$ cat src/rtl/irq_vec_pkg.sv
package irq_vec_pkg;

  localparam int unsigned NUM_DIRECT = 3;

  localparam logic [2:0] A_CTRL  = 3'd0;
  localparam logic [2:0] A_DEN   = 3'd1;
  localparam logic [2:0] A_DFLAG = 3'd2;
  localparam logic [2:0] A_GEN   = 3'd3;
  localparam logic [2:0] A_GFLAG = 3'd4;
  localparam logic [2:0] A_MEN   = 3'd5;
  localparam logic [2:0] A_MFLAG = 3'd6;

  // event beats clear, clear beats software write
  function automatic logic flag_next(logic cur, logic set, logic clr,
                                     logic wr, logic wv);
    if (set)      return 1'b1;
    else if (clr) return 1'b0;
    else if (wr)  return wv;
    else          return cur;
  endfunction

endpackage

$ cat src/rtl/irq_direct_bank.sv
module irq_direct_bank #(
  parameter int ND = 3
) (
  input  logic          clk,
  input  logic          rst_n,
  input  logic [ND-1:0] ev,
  input  logic [ND-1:0] clr,
  input  logic          we_flag,
  input  logic          we_en,
  input  logic [ND-1:0] wv,
  output logic [ND-1:0] flag,
  output logic [ND-1:0] en
);
  import irq_vec_pkg::*;

  logic [ND-1:0] flag_d, en_d;

  always_comb begin
    for (int i = 0; i < ND; i++)
      flag_d[i] = flag_next(flag[i], ev[i], clr[i], we_flag, wv[i]);
    en_d = we_en ? wv : en;
  end

  always_ff @(posedge clk or negedge rst_n) begin
    if (!rst_n) begin
      flag <= '0;
      en   <= '0;
    end else begin
      flag <= flag_d;
      en   <= en_d;
    end
  end
endmodule

$ cat src/rtl/irq_group_slice.sv
module irq_group_slice (
  input  logic       clk,
  input  logic       rst_n,
  input  logic [1:0] ev,
  input  logic       ack_hit,
  input  logic       we_men,
  input  logic       we_mflag,
  input  logic       we_gen,
  input  logic       we_gflag,
  input  logic [1:0] wv_m,
  input  logic       wv_g,
  output logic [1:0] mflag,
  output logic [1:0] men,
  output logic       gen,
  output logic       gflag,
  output logic       armed
);
  import irq_vec_pkg::*;

  logic [1:0] mflag_d, men_d;
  logic       gen_d, gflag_d, grp_set;

  always_comb begin
    grp_set = |(ev & men);
    for (int j = 0; j < 2; j++)
      mflag_d[j] = flag_next(mflag[j], ev[j], 1'b0, we_mflag, wv_m[j]);
    gflag_d = flag_next(gflag, grp_set, ack_hit, we_gflag, wv_g);
    men_d   = we_men ? wv_m : men;
    gen_d   = we_gen ? wv_g : gen;
  end

  always_ff @(posedge clk or negedge rst_n) begin
    if (!rst_n) begin
      mflag <= '0;
      men   <= '0;
      gen   <= 1'b0;
      gflag <= 1'b0;
    end else begin
      mflag <= mflag_d;
      men   <= men_d;
      gen   <= gen_d;
      gflag <= gflag_d;
    end
  end

  assign armed = gen & gflag & (|(mflag & men));
endmodule

$ cat src/rtl/irq_prio_enc.sv
module irq_prio_enc #(
  parameter int N  = 5,
  parameter int VW = 3
) (
  input  logic [N-1:0]  pend,
  output logic          any,
  output logic [VW-1:0] idx
);
  always_comb begin
    idx = '0;
    for (int i = N - 1; i >= 0; i--)
      if (pend[i]) idx = VW'(i);
    any = |pend;
  end
endmodule

$ cat src/rtl/irq_vector_ctrl.sv
module irq_vector_ctrl #(
  parameter  int NT = 2,
  localparam int NV = 3 + NT,
  localparam int VW = $clog2(NV),
  localparam int DW = (2 * NT > 3) ? 2 * NT : 3
) (
  input  logic          clk,
  input  logic          rst_n,
  input  logic          ev_ov,
  input  logic          ev_oc,
  input  logic          ev_sc,
  input  logic [NT-1:0] tmr_match_a,
  input  logic [NT-1:0] tmr_match_p,
  input  logic          stack_full,
  input  logic          ack,
  input  logic [VW-1:0] ack_vec,
  input  logic          sw_we,
  input  logic [2:0]    sw_addr,
  input  logic [DW-1:0] sw_wdata,
  output logic [DW-1:0] sw_rdata,
  output logic          irq_req,
  output logic [VW-1:0] irq_vec,
  output logic          wake
);
  import irq_vec_pkg::*;

  localparam int ND = NUM_DIRECT;
  localparam int NF = ND + 3 * NT;

  logic [ND-1:0]   dflag, den, dclr;
  logic [2*NT-1:0] mflag, men;
  logic [NT-1:0]   gflag, gen, garmed, gclr;
  logic            gie, gie_d, any_pend;
  logic [NV-1:0]   pend;
  logic [NF-1:0]   flags_all, flags_q;

  // global enable
  always_comb begin
    gie_d = gie;
    if (ack)
      gie_d = 1'b0;
    else if (sw_we && sw_addr == A_CTRL)
      gie_d = sw_wdata[0];
  end

  always_ff @(posedge clk or negedge rst_n) begin
    if (!rst_n) gie <= 1'b0;
    else        gie <= gie_d;
  end

  // direct sources
  for (genvar i = 0; i < ND; i++) begin : g_dclr
    assign dclr[i] = ack && (ack_vec == VW'(i));
  end

  irq_direct_bank #(.ND(ND)) u_direct (
    .clk     (clk),
    .rst_n   (rst_n),
    .ev      ({ev_sc, ev_oc, ev_ov}),
    .clr     (dclr),
    .we_flag (sw_we && sw_addr == A_DFLAG),
    .we_en   (sw_we && sw_addr == A_DEN),
    .wv      (sw_wdata[ND-1:0]),
    .flag    (dflag),
    .en      (den)
  );

  // one multi-function group per timer
  for (genvar g = 0; g < NT; g++) begin : g_grp
    assign gclr[g] = ack && (ack_vec == VW'(ND + g));

    irq_group_slice u_slice (
      .clk      (clk),
      .rst_n    (rst_n),
      .ev       ({tmr_match_p[g], tmr_match_a[g]}),
      .ack_hit  (gclr[g]),
      .we_men   (sw_we && sw_addr == A_MEN),
      .we_mflag (sw_we && sw_addr == A_MFLAG),
      .we_gen   (sw_we && sw_addr == A_GEN),
      .we_gflag (sw_we && sw_addr == A_GFLAG),
      .wv_m     (sw_wdata[2*g+1:2*g]),
      .wv_g     (sw_wdata[g]),
      .mflag    (mflag[2*g+1:2*g]),
      .men      (men[2*g+1:2*g]),
      .gen      (gen[g]),
      .gflag    (gflag[g]),
      .armed    (garmed[g])
    );
  end

  // request and priority
  assign pend = {garmed, (dflag & den)} & {NV{gie}};

  irq_prio_enc #(.N(NV), .VW(VW)) u_prio (
    .pend (pend),
    .any  (any_pend),
    .idx  (irq_vec)
  );

  assign irq_req = any_pend & ~stack_full;

  // wake on any new flag
  assign flags_all = {gflag, mflag, dflag};

  always_ff @(posedge clk or negedge rst_n) begin
    if (!rst_n) flags_q <= '0;
    else        flags_q <= flags_all;
  end

  assign wake = |(flags_all & ~flags_q);

  // software read port
  always_comb begin
    case (sw_addr)
      A_CTRL:  sw_rdata = DW'(gie);
      A_DEN:   sw_rdata = DW'(den);
      A_DFLAG: sw_rdata = DW'(dflag);
      A_GEN:   sw_rdata = DW'(gen);
      A_GFLAG: sw_rdata = DW'(gflag);
      A_MEN:   sw_rdata = DW'(men);
      A_MFLAG: sw_rdata = DW'(mflag);
      default: sw_rdata = '0;
    endcase
  end
endmodule

$ cat config.mk
export PLATFORM = sky130hd
export DESIGN_NAME = irq_vector_ctrl
export DESIGN_NICKNAME = d
export VERILOG_FILES = /design/src/rtl/irq_vec_pkg.sv /design/src/rtl/irq_direct_bank.sv /design/src/rtl/irq_group_slice.sv /design/src/rtl/irq_prio_enc.sv /design/src/rtl/irq_vector_ctrl.sv
export SDC_FILE = /design/constraint.sdc
export NUM_CORES = 1
export LEC_CHECK = 0
export BUFFER_PORTS_ARGS = -buffer_cell sky130_fd_sc_hd__buf_2
export CAP_MARGIN = 5
export CORE_ASPECT_RATIO = 1.4
export CORE_MARGIN = 2
export CORE_UTILIZATION = 45
export CTS_CLUSTER_DIAMETER = 30
export DETAILED_ROUTE_END_ITERATION = 8
export PLACE_DENSITY = 0.68
export SLEW_MARGIN = 5
export SYNTH_ARGS = -nofsm -noshare
export SYNTH_HDL_FRONTEND = slang
export SYNTH_SLANG_ARGS = --single-unit
$ cat constraint.sdc
create_clock -name clk -period 1.3 [get_ports clk]
set_input_delay 0.065 -clock clk [delete_from_list [all_inputs] [get_ports clk]]
set_output_delay 0.065 -clock clk [all_outputs]
set_load 0.1 [all_outputs]
==> results by group <==
Run status
  – Violated checks: negative setup slack
  – Outcome: finished, violations left

Critical path
  – Worst path cell trace: a22oi_2 -> o21ai_4 -> nor4_4 -> buf_12
  – Critical path launch point type: flop
  – Crit-path leading delay family: flip-flops
  – CP bufs+invs: 1
  – Worst setup EP type: output pin
  – Worst Path Arrival: 1.65 ns
  – Slowest CP cell: dfrtp_1
  – Start point of the critical path: g_grp[0].u_slice.mflag[1]
  – Crit path depth: 4
  – Critical path class: flop to output pin
  – R2R Path Start: g_grp[0].u_slice.men[1]
  – Crit Reg-Reg Endpoint: g_grp[0].u_slice.gflag
  – Data required time of the worst path: about 1.2 ns
  – Reg2reg path depth: 4
  – Crit-path max FO: 4
  – R2R Setup Slk: 0.13 ns
  – Critical Path Max Stage Delay: ~0.43 ns
  – Crit path capture: irq_vec[2]

Timing
  – Crit path time final: 1.71 ns
  – Final worst setup slack: -0.413 ns
  – Worst setup skew after layout: between 0.003 and 0.004 ns
  – RSZ-0062 raised after global routing: true
  – Slew headroom: between 50% and 60%
  – Max-slew violations: 0
  – Final Hold Fails: 0
  – Setup violators final: 9
  – Fin crit share: 132%
  – Worst Tran Pin Value: about 0.63 ns
  – Max Clk Rate: around 600 MHz

Synth
  – Flop and latch count out of synthesis: 28
  – Syn Area/Cell: roughly 11 µm²
  – Ys flop type: dfrtp_1
  – Most frequent cell after synthesis: dfrtp_1
  – Cell taking the most area after synthesis: dfrtp_1
  – Post-synth ARST share: 100%
  – Syn Nets: 156
  – Top post-synthesis cells by area: dfrtp_1, mux2i_1, nand2_1, a22oi_1, o21ai_0
  – Yosys top cell area share: approximately half
  – Synth unique cells: 35
  – Cells after synthesis: between 100 and 150
  – Synth warn: 0
  – Post-synthesis sequential area ratio: just under 50%
  – Commonest cells post-synth: dfrtp_1, nand2_1, inv_1
  – EDFF count, synth: 0
  – Syn Std Cell Area: 1440 µm²

Finish
  – Total Nets Final: 218
  – Area Growth Syn to Fin: 59.0%
  – Share of layout cells above drive strength 1: just under 50%
  – Post-route insts no fill: between 200 and 250
  – Fillers: 200
  – Design area: about 2300 µm²
  – Ant. Diodes: 0

Clock network
  – Clk_lat worst skew: between 0.2 and 0.3 ns
  – Clock Path Buffers: 2
  – CTS sink cnt: 28
  – H-tree levels: 1
  – CTS tree: built
  – Num CTS Buffers: 3
  – Clk root buf: clkbuf_8
  – Clk pin slew, worst setup/hold paths: 0.10 ns

Routing
  – DRC viols: 0
  – Avg Vias per Cell: 5.68
  – Remaining antenna violation count: 0
  – Routed via count: around 1300
  – DRT Pass-1 Iters: 4
  – Routed WL: 4.07 mm
  – Wirelength per Cell: around 17 µm
  – DR iter-0 viols: 48

Floorplanning
  – Row cnt: 24
  – Die width: 51.8 µm
  – Initial core utilization: between 40% and 50%
  – Die ar.: around 3700 µm²
  – CORE AREA: ~3100 µm²
  – Die height: approximately 71 µm
  – IO Count: 31

Power
  – P per Cell Area: 1230 nW/µm²
  – Leakage: slightly above 1 nW
  – Worst VDD drop: around 940 µV

GRT
  – Global-route wire length before repair: around 6.5 mm
  – Grt total ovfl: 0
  – Largest net degree at the start of global routing: 29
  – Antenna violations before repair: 0
  – GRT Total Usage: a little under a quarter
  – Vias in the first global route: ~1400

Place
  – Port-buffer cells: 30
  – Setup WS pre-CTS: -0.177 ns
  – Hpwl dp: between 3 and 4 mm
  – Placed Area: between 1500 and 2000 µm²
  – Placed Cells incl. Taps: between 200 and 250
  – GPL Wtd Cong: 0.912

Min path
  – Worst min path class: input port to flop

Flow run
  – Max_cap viols: 0
## layout make-up
| class | count | area, µm² | area share (%) |
|---|---|---|---|
| multi-input cells | 91 | 872 | 38.1 |
| flip-flops and latches | 28 | 702 | 30.7 |
| repair buffers | 60 | 544 | 23.8 |
| inverters | 12 | 48.8 | 2.13 |
| well taps | 39 | 48.8 | 2.13 |
| clock buffers | 3 | 41.3 | 1.81 |
| clock inverters | 1 | 30.0 | 1.31 |
## worst min path at each step
| stage | from | end | slack [ns] | depth (start not counted) |
|---|---|---|---|---|
| final | tmr_match_a[1] | g_grp[1].u_slice.mflag[0] | 0.0002 | 2 |
| after detailed placement | rst_n | flags_q[8] | 0.11 | 1 |
| after CTS | tmr_match_a[1] | g_grp[1].u_slice.mflag[0] | 0.004 | 2 |
| after floorplan | rst_n | flags_q[0] | -0.23 | 0 |
| after global placement | rst_n | flags_q[6] | 0.10 | 1 |
| after global routing | tmr_match_p[0] | g_grp[0].u_slice.mflag[1] | 0.01 | 2 |
## cells by family (layout without fill, tap and decap cells)
group                  count (synthesis)  in the layout  synth area share [%]
AO/OA/AOI/OAI                         31             31                  15.1
buffers and inverters                 15             76                  4.61
flip-flops                            28             28                  48.7
multiplexers                          14             14                  12.0
AND/OR/NAND/NOR                       46             46                  19.6
## per-stage QoR
step / utilization, % / hold slack, ns / total power [mW] / setup TNS [ns]
6_report: 73.9 / 0.000174 / 2.81 / -2.61
5_1_grt: 73.9 / 0.0127 / 2.92 / -3.09
4_1_cts: 71.4 / 0.00366 / 2.75 / -2.53
3_5_place_dp: 64.5 / 0.115 / 1.96 / -0.749
3_3_place_gp: 64.5 / 0.100 / 1.93 / -0.620
2_1_floorplan: - / -0.231 / 1.61 / -1.20
## where the power goes
part	leakage (nW)	switching, mW	internal [mW]
logic	0.683	0.591	0.484
registers	0.293	0.0918	0.970
clock network	0.0357	0.261	0.412
## layer usage
| layer | vias up | global-route usage, % | part of all wire (%) |
|---|---|---|---|
| li1 | 614 | - | - |
| met1 | 656 | 29.2 | 42 |
| met2 | 48 | 41.7 | 51 |
| met3 | 12 | 2.53 | 4.0 |
| met4 | 0 | 8.48 | 3.2 |
| met5 | - | 0 | 0 |
## flip-flops by register name, indices dropped and copies added, names as in the netlist
name,cells
g_grp.u_slice.gflag,2
gie,1
g_grp.u_slice.gen,2
g_grp.u_slice.men,4
u_direct.flag,3
u_direct.en,3
g_grp.u_slice.mflag,4
flags_q,9
## what timing repair did
action / in CTS / in global routing
hold buffers: 3 / 0
setup buffers: 2 / 2
setup endpoints to repair: 9 / 9
endpoints found under the hold margin: 30 / 0
resized for setup: 26 / 13
pin swaps: 7 / 4
## cell usage in the layout, fill, tap and decap left out, types with 6 or more instances in the layout
cell type,count
buf_2,21
buf_6,7
buf_12,9
inv_1,11
dfrtp_1,27
o21ai_0,8
buf_4,20
nor2_1,6
nand2_1,11
mux2i_1,9
Note: power is estimated with default switching activity, not from simulation.
